<file path="src/rtl/vec_agu_pkg.sv">
// Shared types and helpers for the strided vector address generator.
// Assumes byte addressing and element sizes of 4 or 8 bytes.
package vec_agu_pkg;

    typedef enum logic {
        AGU_IDLE = 1'b0,
        AGU_RUN  = 1'b1
    } agu_state_e;

    // True when the low address bits violate natural alignment for the element size.
    function automatic logic addr_misaligned(input logic quad, input logic [2:0] lo);
        return quad ? (lo != 3'b000) : (lo[1:0] != 2'b00);
    endfunction

endpackage

</file>
<file path="src/rtl/vec_agu_select.sv">
// Builds the set of active elements for a new job from length, mask and mode.
// Assumes len is already clamped to N. With last_only set, only the highest
// active element survives (zero-stride store rule).
module vec_agu_select #(
    parameter int N     = 64,
    parameter int LEN_W = 7,
    parameter int IDX_W = 6
) (
    input  logic [LEN_W-1:0] len,
    input  logic             mask_en,
    input  logic             mask_pol,
    input  logic [N-1:0]     mask,
    input  logic             last_only,
    output logic [N-1:0]     act
);

    logic [N-1:0] raw;
    logic [N-1:0] top_only;
    logic [IDX_W-1:0] hi_idx;
    logic             any_act;

    // Per-element qualification: inside the length and matching the mask.
    for (genvar j = 0; j < N; j++) begin : g_qual
        assign raw[j] = (LEN_W'(j) < len) && (!mask_en || (mask[j] == mask_pol));
    end

    // Locate the highest active element.
    always_comb begin
        hi_idx  = '0;
        any_act = 1'b0;
        for (int j = 0; j < N; j++) begin
            if (raw[j]) begin
                hi_idx  = IDX_W'(j);
                any_act = 1'b1;
            end
        end
    end

    // One-hot of the highest active element, empty when none is active.
    always_comb begin
        top_only         = '0;
        top_only[hi_idx] = any_act;
    end

    assign act = last_only ? top_only : raw;

endmodule

</file>
<file path="src/rtl/vec_agu_pick.sv">
// Finds the lowest active element at or above a starting position.
// Assumes from may equal N, meaning the scan is past the end.
module vec_agu_pick #(
    parameter int N     = 64,
    parameter int LEN_W = 7,
    parameter int IDX_W = 6
) (
    input  logic [N-1:0]     act,
    input  logic [LEN_W-1:0] from,
    output logic             found,
    output logic [IDX_W-1:0] idx
);

    logic [N-1:0] elig;

    // An element is eligible when active and not yet passed.
    for (genvar j = 0; j < N; j++) begin : g_elig
        assign elig[j] = act[j] && (LEN_W'(j) >= from);
    end

    // Priority encoder: lowest eligible index wins.
    always_comb begin
        found = 1'b0;
        idx   = '0;
        for (int j = N - 1; j >= 0; j--) begin
            if (elig[j]) begin
                found = 1'b1;
                idx   = IDX_W'(j);
            end
        end
    end

endmodule

</file>
<file path="src/rtl/vec_agu_addr.sv">
// Computes base + idx*stride (modulo 2^ADDR_W) and checks natural alignment.
// Assumes two's-complement stride; wraparound is intended.
module vec_agu_addr
    import vec_agu_pkg::*;
#(
    parameter int ADDR_W = 32,
    parameter int IDX_W  = 6
) (
    input  logic [ADDR_W-1:0] base,
    input  logic [ADDR_W-1:0] stride,
    input  logic [IDX_W-1:0]  idx,
    input  logic              quad,
    output logic [ADDR_W-1:0] addr,
    output logic              misaligned
);

    logic [ADDR_W-1:0] offset;

    // Scaled offset of the element; modular product covers negative strides.
    always_comb offset = stride * {{(ADDR_W-IDX_W){1'b0}}, idx};

    assign addr       = base + offset;
    assign misaligned = addr_misaligned(quad, addr[2:0]);

endmodule

</file>
<file path="src/rtl/vec_stride_agu.sv">
// Strided vector element address generator. A start pulse captures the job;
// active elements are then requested in ascending order on a valid/ready
// handshake, one per cycle. A misaligned active element stops issue and is
// reported with done_err. Assumes MAX_LEN is a power of two.
module vec_stride_agu
    import vec_agu_pkg::*;
#(
    parameter int MAX_LEN = 64,
    parameter int ADDR_W  = 32,
    localparam int IDX_W  = $clog2(MAX_LEN),
    localparam int LEN_W  = $clog2(MAX_LEN + 1)
) (
    input  logic              clk,
    input  logic              rst_n,
    input  logic              start,
    input  logic              is_store,
    input  logic              elem_quad,
    input  logic [ADDR_W-1:0] base_addr,
    input  logic [ADDR_W-1:0] stride,
    input  logic [LEN_W-1:0]  vec_len,
    input  logic              mask_en,
    input  logic              mask_pol,
    input  logic [MAX_LEN-1:0] mask,
    output logic              busy,
    output logic              req_valid,
    input  logic              req_ready,
    output logic [IDX_W-1:0]  req_idx,
    output logic [ADDR_W-1:0] req_addr,
    output logic              req_store,
    output logic              done,
    output logic              done_err,
    output logic [IDX_W-1:0]  fault_idx
);

    agu_state_e        state_q;
    logic [ADDR_W-1:0] base_q;
    logic [ADDR_W-1:0] stride_q;
    logic              quad_q;
    logic              store_q;
    logic              last_q;
    logic [MAX_LEN-1:0] act_q;
    logic [LEN_W-1:0]  cur_q;
    logic              done_q;
    logic              err_q;
    logic [IDX_W-1:0]  fidx_q;

    logic [LEN_W-1:0]  len_clamped;
    logic              last_only;
    logic [MAX_LEN-1:0] act_new;
    logic              found;
    logic [IDX_W-1:0]  pick_idx;
    logic [ADDR_W-1:0] elem_addr;
    logic              elem_mis;
    logic              run;
    logic              accept;
    logic              fire;
    logic              finish;

    // Clamp requested length to the supported maximum.
    always_comb len_clamped = (vec_len > LEN_W'(MAX_LEN)) ? LEN_W'(MAX_LEN) : vec_len;

    // Zero-stride stores keep only the highest active element.
    always_comb last_only = is_store && (stride == '0);

    vec_agu_select #(.N(MAX_LEN), .LEN_W(LEN_W), .IDX_W(IDX_W)) u_select (
        .len       (len_clamped),
        .mask_en   (mask_en),
        .mask_pol  (mask_pol),
        .mask      (mask),
        .last_only (last_only),
        .act       (act_new)
    );

    vec_agu_pick #(.N(MAX_LEN), .LEN_W(LEN_W), .IDX_W(IDX_W)) u_pick (
        .act   (act_q),
        .from  (cur_q),
        .found (found),
        .idx   (pick_idx)
    );

    vec_agu_addr #(.ADDR_W(ADDR_W), .IDX_W(IDX_W)) u_addr (
        .base       (base_q),
        .stride     (stride_q),
        .idx        (pick_idx),
        .quad       (quad_q),
        .addr       (elem_addr),
        .misaligned (elem_mis)
    );

    // Handshake and completion conditions.
    always_comb begin
        run    = (state_q == AGU_RUN);
        accept = (state_q == AGU_IDLE) && start;
        fire   = run && found && !elem_mis && req_ready;
        finish = run && (!found || elem_mis);
    end

    // Job state: capture on start, advance on handshake, end on exhaustion or fault.
    always_ff @(posedge clk) begin
        if (!rst_n) begin
            state_q  <= AGU_IDLE;
            base_q   <= '0;
            stride_q <= '0;
            quad_q   <= 1'b0;
            store_q  <= 1'b0;
            last_q   <= 1'b0;
            act_q    <= '0;
            cur_q    <= '0;
        end else if (accept) begin
            state_q  <= AGU_RUN;
            base_q   <= base_addr;
            stride_q <= stride;
            quad_q   <= elem_quad;
            store_q  <= is_store;
            last_q   <= last_only;
            act_q    <= act_new;
            cur_q    <= '0;
        end else if (finish) begin
            state_q  <= AGU_IDLE;
        end else if (fire) begin
            cur_q    <= LEN_W'(pick_idx) + LEN_W'(1);
        end
    end

    // Completion pulse and sticky error report of the last finished job.
    always_ff @(posedge clk) begin
        if (!rst_n) begin
            done_q <= 1'b0;
            err_q  <= 1'b0;
            fidx_q <= '0;
        end else begin
            done_q <= finish;
            if (finish) begin
                err_q  <= found && elem_mis;
                fidx_q <= (found && elem_mis) ? pick_idx : '0;
            end
        end
    end

    assign busy      = run;
    assign req_valid = run && found && !elem_mis;
    assign req_idx   = pick_idx;
    assign req_addr  = elem_addr;
    assign req_store = store_q;
    assign done      = done_q;
    assign done_err  = err_q;
    assign fault_idx = fidx_q;

    // Offered requests never change while stalled.
    p_hold_stall_r8: assert property (@(posedge clk) disable iff (!rst_n)
        req_valid && !req_ready |=> req_valid && $stable(req_idx) && $stable(req_addr));

    // Accepted requests are followed only by higher indices.
    p_ascending_r2: assert property (@(posedge clk) disable iff (!rst_n)
        req_valid && req_ready |=> !req_valid || (req_idx > $past(req_idx)));

    // No request ever leaves misaligned for its element size.
    p_aligned_out_r7: assert property (@(posedge clk) disable iff (!rst_n)
        req_valid |-> (quad_q ? (req_addr[2:0] == 3'b000) : (req_addr[1:0] == 2'b00)));

    // Nothing is offered while idle.
    p_idle_quiet_r1: assert property (@(posedge clk) disable iff (!rst_n)
        !busy |-> !req_valid);

    // Completion lasts exactly one cycle.
    p_done_pulse_r4: assert property (@(posedge clk) disable iff (!rst_n)
        done |=> !done);

    // A zero-stride store issues a single write and then stops.
    p_single_write_r6: assert property (@(posedge clk) disable iff (!rst_n)
        last_q && req_valid && req_ready |=> !req_valid);

    // The store flag stays fixed for the whole job.
    p_store_stable_r9: assert property (@(posedge clk) disable iff (!rst_n)
        busy && $past(busy) |-> $stable(req_store));

endmodule

</file>
<file path="config.mk">
export PLATFORM = sky130hd
export DESIGN_NAME = vec_stride_agu
export DESIGN_NICKNAME = d
export VERILOG_FILES = /design/src/rtl/vec_agu_pkg.sv /design/src/rtl/vec_agu_select.sv /design/src/rtl/vec_agu_pick.sv /design/src/rtl/vec_agu_addr.sv /design/src/rtl/vec_stride_agu.sv
export SDC_FILE = /design/constraint.sdc
export NUM_CORES = 1
export LEC_CHECK = 0
export ABC_AREA = 1
export ABC_CLOCK_PERIOD_IN_PS = 19250
export BUFFER_PORTS_ARGS = -buffer_cell sky130_fd_sc_hd__buf_2
export CAP_MARGIN = 20
export CORE_MARGIN = 4
export CORE_UTILIZATION = 50
export CTS_BUF_LIST = sky130_fd_sc_hd__clkbuf_8
export DETAILED_ROUTE_END_ITERATION = 10
export PLACE_DENSITY = 0.78
export SLEW_MARGIN = 5
export SYNTH_ARGS = -nofsm -noshare
export SYNTH_HDL_FRONTEND = slang
export SYNTH_SLANG_ARGS = --single-unit
</file>
<file path="constraint.sdc">
create_clock -name clk -period 19.25 [get_ports clk]
set_input_delay 5.775 -clock clk [delete_from_list [all_inputs] [get_ports clk]]
set_output_delay 5.775 -clock clk [all_outputs]
set_load 0.01 [all_outputs]
</file>
# After elaboration in Yosys (flattened, before gate mapping)
# Index checks and enable logic that the tools add are counted.
word_totals:
  ff_bits: 146
  inputBits: 143
op_classes:
  n_addsub: 2
  multipliers: 1
  magnitude_cmp: 131
  n_eq_ne: 64
  muxes: 263
  bitwise_logic: 4
  reduce_logical: 210
ops:
  columns: ["operator", "n"]
  rows:
  - ["2-to-1 mux 6 bit", 97]
  - [">= comparator 6 x 7 -> 1 bit, first input constant", 32]
  - ["less-than comparator 6 x 7 -> 1 bit, first input constant", 32]
  - ["logical AND 1 bit", 136]
  - ["2-to-1 mux 1 bit", 133]
  - [">= comparator 5 x 7 -> 1 bit, first input constant", 16]
  - ["less-than comparator 5 x 7 -> 1 bit, first input constant", 16]
  - ["2-to-1 mux 5 bit", 16]
  - ["logical OR 1 bit", 65]
  - ["bitwise AND 64 bit", 1]
  - ["== test 1 bit", 64]
  - ["2-to-1 mux 64 bit", 1]
  - [">= comparator 4 x 7 -> 1 bit, first input constant", 8]
  - ["less-than comparator 4 x 7 -> 1 bit, first input constant", 8]
  - ["adder 32 bit", 1]
  - ["zero test 32 bit", 1]
  - ["multiplier 32 x 6 -> 32 bit", 1]
  - ["2-to-1 mux 4 bit", 8]
  - [">= comparator 3 x 7 -> 1 bit, first input constant", 4]
  - ["less-than comparator 3 x 7 -> 1 bit, first input constant", 4]
  - [">= comparator 1 x 7 -> 1 bit, first input constant", 2]
  - [">= comparator 2 x 7 -> 1 bit, first input constant", 2]
  - ["less-than comparator 1 x 7 -> 1 bit, first input constant", 2]
  - ["less-than comparator 2 x 7 -> 1 bit, first input constant", 2]
  - ["other kinds (14)", 23]

# Longest topological paths before layout
# Gate-level depths: netlist (run 1).
logic_depth:
  ltp_word: 74
  mapped_depth: 95
  mapped_depth_nobuf: 93

# By module
# From an unflattened synthesis (run 1), not the netlist that was laid out.
unflattened:
  hier_cells: 2942
  hier_area_um2: 17608.1
by_module_without_submodules:
  columns: ["module", "instances", "cells_each", "area_each_um2", "seq_area_each_um2"]
  rows:
  - ["vec_agu_addr", 1, 1075, 6960.4, 0.0]
  - ["vec_stride_agu", 1, 705, 5398.9, 2922.8]
  - ["vec_agu_select", 1, 811, 3667.3, 0.0]
  - ["vec_agu_pick", 1, 351, 1581.5, 0.0]

# Least setup slack after synthesis (run 1)
# OpenSTA, ideal clock, no wires.
synth_timing:
  path_type: "register to output"
  startpoint: "register cur_q[4]"
  endpoint: "output req_addr[31]"
  arrival_time_ps: 9437
  setup_slack_ps: 4038
  path_stages_with_launch: 95
  path_buffers: 2
  cell_sequence: "dfxtp_1 buf_2 nand2_1 inv_1 nand2_1 nand2_1 a21boi_0 o21ai_0 nand2_1 nand2_1 nand2_1 nand2_1 nand2_1 nand2_1 nand2_1 nand2_1 nand2_1 nand2_1 (+59 left out) nand2_1 a21oi_1 inv_1 nand2_1 nand2_1 a21oi_1 o21bai_1 a21oi_1 inv_1 a21oi_1 o21bai_1 a21oi_1 o21bai_1 nand3_1 nor2_1 a2111oi_0 xor2_1 xnor2_1"
synth_between:
  elab_chain_len: 68
synth_rtl:
  columns: ["element", "line_no", "source"]
  rows:
  - ["start: declaration", "vec_stride_agu.sv:42", "logic [LEN_W-1:0] cur_q;"]
  - ["start signal: assignment", "vec_stride_agu.sv:121", "cur_q <= LEN_W'(pick_idx) + LEN_W'(1);"]
  - [">= comparator 6 x 7 -> 1 bit", "vec_agu_pick.sv:18", "assign elig[j] = act[j] && (LEN_W'(j) >= from);"]
  - ["logical AND 1 bit", "vec_agu_pick.sv:18", null]
  - ["2-to-1 mux 6 bit (63 in a row)", "vec_agu_pick.sv:26", "if (elig[j]) begin"]
  - ["2-to-1 mux 6 bit *", "vec_agu_pick.sv:26", null]
  - ["via req_idx[0]", "vec_stride_agu.sv:27", "output logic [IDX_W-1:0] req_idx,"]
  - ["multiplier 32 x 6 -> 32 bit *", "vec_agu_addr.sv:20", "always_comb offset = stride * {{(ADDR_W-IDX_W){1'b0}}, idx};"]
  - ["adder 32 bit *", "vec_agu_addr.sv:22", "assign addr = base + offset;"]
  - ["end: declaration", "vec_stride_agu.sv:28", "output logic [ADDR_W-1:0] req_addr,"]
# The timed path passes the listed nets; every way through them passes the cells marked *.

# Final worst setup path (run 1)
layout_timing:
  startpoint: "register cur_q[2]"
  endpoint: "output req_addr[31]"
layout_between:
  elab_chain_len: 68
layout_rtl:
  columns: ["element", "line_no"]
  rows:
  - [">= comparator 6 x 7 -> 1 bit", "vec_agu_pick.sv:18"]
  - ["logical AND 1 bit", "vec_agu_pick.sv:18"]
  - ["2-to-1 mux 6 bit (63 in a row)", "vec_agu_pick.sv:26"]
  - ["2-to-1 mux 6 bit *", "vec_agu_pick.sv:26"]
  - ["multiplier 32 x 6 -> 32 bit *", "vec_agu_addr.sv:20"]
  - ["adder 32 bit *", "vec_agu_addr.sv:22"]
# Every way passes the cells marked *; elsewhere a longest branch is shown, timed or not.

==> results of run 1 <==
-- area by class of cell --
type,instances,area [um2]
clock buffer,17,234
clock inverter,15,146
fill,2920,13100
inverter,329,1240
multi-input combinational,1678,10700
sequential,146,2920
tap,390,488
timing repair buffer,207,1080
timing repair inverter,1,5.00
-- where the power goes --
part           switching [W]  total, W  internal [W]
logic               0.000408  0.000640      0.000232
registers          0.0000205  0.000351      0.000330
clock network       0.000148  0.000254      0.000106
total               0.000577   0.00125      0.000669
-- state kept, by name, indices dropped and copies added, names as in the netlist --
register,cells
base_q,32
act_q,64
fault_idx,6
done,1
req_store,1
busy,1
cur_q,7
done_err,1
stride_q,32
quad_q,1
-- metal layers --
layer  vias up  share of wire [%]
li1       7561                  -
met1      7310                 41
met2       646                 47
met3       126                7.5
met4         0                3.6
met5         -                  0
-- worst paths after layout --
check	startpoint	endpoint	slack [ns]	cells past startpoint
min reg2reg	quad_q	quad_q	0.47	2
max reg2reg	cur_q[6]	cur_q[5]	10.43	38
min	quad_q	quad_q	0.47	2
max	cur_q[2]	req_addr[31]	1.54	91
-- cell usage after synthesis, types with 4 or more instances --
cell | instances | area share [%]
a211oi_1 | 5 | 0.25
a21boi_0 | 5 | 0.25
a21o_1 | 9 | 0.44
a21oi_1 | 178 | 5.8
a21oi_2 | 25 | 1.4
a31oi_1 | 21 | 0.86
buf_1 | 8 | 0.20
buf_2 | 16 | 0.52
clkbuf_1 | 72 | 1.8
clkinv_1 | 4 | 0.098
dfxtp_1 | 146 | 19
fa_1 | 137 | 18
ha_1 | 40 | 3.3
inv_1 | 316 | 7.8
inv_2 | 8 | 0.20
nand2_1 | 380 | 9.3
nand2_4 | 5 | 0.37
nand3_1 | 73 | 2.4
nand4_1 | 39 | 1.6
nor2_1 | 330 | 8.1
nor2_4 | 5 | 0.37
nor3_1 | 16 | 0.52
nor4_1 | 9 | 0.37
o211ai_1 | 45 | 2.2
o21ai_0 | 241 | 7.9
o21bai_1 | 12 | 0.59
o221ai_1 | 9 | 0.52
o31ai_1 | 6 | 0.29
xnor2_1 | 31 | 1.8
xor2_1 | 29 | 1.7
-- critical path: cells and delay by family, from the launching register on --
| family | cells | cell delay [ns] |
|---|---|---|
| flops | 1 | 0.43 |
| xor+xnor | 2 | 0.37 |
| simple gates | 62 | 4.64 |
| fa+ha+maj | 5 | 2.28 |
| buf+inv | 5 | 0.88 |
| compound gates | 17 | 2.84 |
-- kinds of logic (layout without fill, tap and decap cells) --
logic type	Yosys count	in the layout
AOI/OAI and AO/OA	570	570
buffers and inverters	431	569
xor gates and xnor gates	60	60
DFF	146	146
and+or+nand+nor	871	871
adders and majority gates	177	177
-- through the flow --
| stage | util [%] | instances | total power, W | hold WS (ns) |
|---|---|---|---|---|
| 5_1_grt | 56.2 | 2783 | 0.00135 | 0.488 |
| 3_3_place_gp | 54.8 | 2747 | 0.000974 | 0.445 |
| 4_1_cts | 56.1 | 2780 | 0.00124 | 0.466 |
| 6_report | 56.2 | 2783 | 0.00125 | 0.466 |
| 3_5_place_dp | 54.8 | 2748 | 0.000991 | 0.450 |
| 2_1_floorplan | - | 2255 | 0.000805 | 0.425 |
==> impl_metrics.tcl, run 1 <==
set metrics [dict create \
    drt_wl_total_um 47000 \
    cts_tree "done" \
    ir_drop_mv 0.0462 \
    period_needed_ns 17.71 \
    ys_ff_latch 146 \
    rows 63 \
    synthDistinctLibCells 52 \
    slowest_stage "fa_1" \
    first_global_vias 15100 \
    synth_xor_area_share_pct 3.44 \
    ant_nets 0 \
    arrival_ns 11.94 \
    synth_edf_count 0 \
    start_kind "flop" \
    fin_nets 2700 \
    yosysWarnings 0 \
    dieArea_mm2 0.0334 \
    die-width_um 183 \
    synthArstFlopShare_pct 0 \
    grt.overflow.total 0 \
    synthSimpleGateAreaFrac_pct 23.7 \
    max_stage_delay_ns 0.57 \
    postCtsSetupBuffers 0 \
    use_met3_pct 4.54 \
    hpwl_um 36300 \
    grt_max_degree 112 \
    leakage_nw 8.19 \
    cts_sinks 146 \
    hp-class "reg2reg" \
    post-place-ws_ns 1.90 \
    rsz0062_at_grt "no" \
    outcome "completed" \
    critical_path_required_ns 13.47 \
    wl_per_cell_um 16.9 \
    initial_utilization_pct 51.1 \
    grt_util_met1_pct 36.4 \
    avgSynthCellArea_um2 6.77 \
    busiest_layer "met2" \
    synth_adder_area_share_pct 21.2 \
    grt_first_pass_wirelength_um 76100 \
    synth_top_family_by_area "simple AND/OR/NAND/NOR gates" \
    fmax_mhz 56.5 \
    grt_util_met2_pct 46.9 \
    antennaDiodeCount 0 \
    worstSkewPairLatency_ns 0.50 \
    max_cap_viol_count 0 \
    synth_compound_area_share_pct 21.4 \
    path_class "reg2out" \
    clock_path_buffers 2 \
    synthesis.area_mm2 0.0153 \
    core_area_mm2 0.0299 \
    power.density_mw_per_mm2 74.2 \
    root_buffer "clkbuf_8" \
    area_growth_pct 9.91 \
    numCtsBuffers 17 \
    setup_violations 0 \
    hold_viol_final 0 \
    io_pins 192 \
    endpoint_kind "output pin" \
    synth_flop_cell "dfxtp_1" \
    place_congestion 0.997 \
    cp_common_cell "nand2_1" \
    crit_path_max_fanout 18 \
    grtUsageTotal_pct 27.8 \
    tightest_slew_ns 1.05 \
    firstDrtPassIters 8 \
    antenna_found_initial 0 \
    num_vias 15600 \
    final_area_mm2 0.0168 \
    cts_resized 0 \
    die_h_um 183 \
    mostFrequentLayoutCells "nand2_1, nor2_1, inv_1" \
    slew_violations 0 \
    fin_skew_ns 0.0118 \
    drc 0 \
    hold_buffers 0 \
    syn-instance-count 2255 \
    synth_seq_area_share_pct 19.1 \
    synthMuxAreaShare_pct 0 \
    drt-vias-per-instance 5.62 \
    htree_levels 4 \
    setup_tns_ns 0 \
    drtIter0Drc 1532 \
    clk_pin_slew_ns 0.09 \
    mostFrequentLayoutCell "nand2_1" \
    synthesis.nets 2575 \
    fin_crit_sh_pct 92.0 \
    dpl_cell_area_mm2 0.0164 \
    port_buffers 191 \
    drive_above_1_share_pct 12.5 \
    finalWorstSetupSlack_ns 1.54 \
    relSlewSlack_pct 29.4 \
]
(Power assumes the default switching activity.)
==> run 2: changes to the inputs <==
Settings changed: BUFFER_PORTS_ARGS -buffer_cell sky130_fd_sc_hd__buf_2 to -buffer_cell sky130_fd_sc_hd__buf_4, CORE_MARGIN 4 to unset.
==> run 2 against run 1 <==
  * Critical path depth stayed put
  * Combinational power is 5.9% higher
  * Worst setup slack better by 0.074 ns
  * Core utilization is 1.7 points higher
  * Sequential share of layout area is 0.51 points lower
  * Clock power is 8.3% higher
  * Non-clock buffer count is 2 lower
  * Sequential power hardly changed
  * Clock skew is 0.0052 ns higher
  * Hold slack better by 0.0015 ns
  * Critical path type unchanged
==> impl_metrics.tcl, run 2 (same netlist as run 1, synthesis figures left out) <==
set metrics [dict create \
    outcome "completed" \
    fmax_mhz 56.7 \
    place_congestion 1.01 \
    drive_above_1_share_pct 12.5 \
    start_kind "flop" \
    ant_nets 0 \
    rows 63 \
    path_class "reg2out" \
    largestRegisters "act_q x64, base_q x32, stride_q x32" \
    wl_per_cell_um 17.0 \
    period_needed_ns 17.64 \
    initial_utilization_pct 51.1 \
    grtUsageTotal_pct 30.8 \
    clk_pin_slew_ns 0.09 \
    r2r_slack_ns 10.36 \
    hold_depth 2 \
    hp-class "reg2reg" \
    fin_skew_ns 0.0170 \
    die_h_um 177 \
    antenna_found_initial 0 \
    antennaDiodeCount 0 \
    htree_levels 4 \
    ir_drop_mv 0.0839 \
    drt-vias-per-instance 5.72 \
    largest_reg_flops 64 \
    max_cap_viol_count 0 \
    drtIter0Drc 1426 \
    grt.overflow.total 0 \
    top_register "act_q" \
    slew_violations 0 \
    tightest_slew_ns 1.10 \
    crit_path_max_fanout 18 \
    use_met3_pct 4.70 \
    critical_path_required_ns 13.47 \
    fin_nets 2698 \
    drt_wl_total_um 47200 \
    endpoint_kind "output pin" \
    hpwl_um 36200 \
    fillers 2831 \
    slowest_stage "fa_1" \
    fin_crit_sh_pct 91.6 \
    hold_buffers 0 \
    setup_violations 0 \
    area_growth_pct 13.2 \
    rsz0062_at_grt "no" \
    busiest_layer "met2" \
    root_buffer "clkbuf_8" \
    final_area_mm2 0.0173 \
    worstSkewPairLatency_ns 0.50 \
    rr_worst_depth 38 \
    numCtsBuffers 17 \
    clock_path_buffers 2 \
    setup_tns_ns 0 \
    cts_sinks 146 \
    dieArea_mm2 0.0312 \
    grt_util_met2_pct 52.1 \
    num_vias 15900 \
    dpl_cell_area_mm2 0.0168 \
    grt_util_met1_pct 39.0 \
    relSlewSlack_pct 26.8 \
    firstDrtPassIters 6 \
    grt_max_degree 120 \
    arrival_ns 11.86 \
    leakage_nw 8.34 \
    hold_viol_final 0 \
    core_area_mm2 0.0299 \
    max_stage_delay_ns 0.52 \
    io_pins 192 \
    die-width_um 177 \
    first_global_vias 15400 \
    cts_tree "done" \
    mostFrequentLayoutCells "nand2_1, nor2_1, inv_1" \
    grt_first_pass_wirelength_um 76500 \
    drc 0 \
    port_buffers 191 \
    cp_common_cell "nand2_1" \
    mostFrequentLayoutCell "nand2_1" \
    power.density_mw_per_mm2 75.4 \
]
run 2: cell count changes in the layout (fill, tap and decap cells not counted):
| cell | before | now |
|---|---|---|
| buf_2 | 190 | 0 |
| buf_4 | 16 | 204 |
| bufinv_16 | 1 | 3 |
| clkinv_2 | 4 | 1 |
| clkinv_4 | 3 | 2 |
| clkinvlp_4 | 1 | 3 |
| inv_6 | 6 | 7 |
| inv_8 | 2 | 1 |
run 2: repair_timing:
item                                   CTS  global route
endpoints found under the hold margin    0             0
setup endpoints to repair                0             1
gates resized for setup                  0             2
buffers inserted                         0             0
run 2: where the power goes:
part	leakage [nW]	internal [W]	switching, W
clock	0.211	0.000132	0.000143
sequential	1.21	0.000330	0.0000203
combinational	6.92	0.000267	0.000411
run 2: area by class of cell:
type,instances,area (um2),share of cell area [%]
Multi-Input combinational cell,1678,10700,61.7
Sequential cell,146,2920,16.9
Timing Repair Buffer,205,1540,8.92
Inverter,329,1240,7.17
Tap cell,390,488,2.82
Clock buffer,17,234,1.35
Clock inverter,15,195,1.13
Timing Repair inverter,1,5.00,0.0289
run 2: critical path, delay by kind of cell, from the launching register on:
| kind | cells | cell delay (ns) |
|---|---|---|
| buffers and inverters | 8 | 1.17 |
| xor gates and xnor gates | 2 | 0.37 |
| AOI/OAI and AO/OA | 17 | 3.21 |
| adders and majority gates | 5 | 2.09 |
| and+or+nand+nor | 59 | 4.09 |
| DFF | 1 | 0.42 |
run 2: worst paths after layout:
| path | start | end |
|---|---|---|
| setup / recovery | cur_q[2] | req_addr[31] |
| hold reg to reg | quad_q | quad_q |
| hold / removal | quad_q | quad_q |
| setup reg to reg | cur_q[6] | cur_q[5] |
run 2: stage by stage:
stage	power, W	utilization (%)	instances	hold WS, ns	setup slack [ns]
floorplan	0.000805	-	2255	0.425	4.04
global placement	0.00101	56.3	2744	0.440	2.22
detailed placement	0.00103	56.4	2747	0.457	1.98
CTS	0.00130	57.8	2779	0.472	1.39
global route	0.00140	57.9	2781	0.493	0.286
finish	0.00130	57.9	2781	0.467	1.61
run 2: metal layers:
metal	vias to the layer above	share of wire (%)
li1	7559	-
met2	731	47
met4	0	3.8
met5	-	0
met3	137	7.7
met1	7467	41
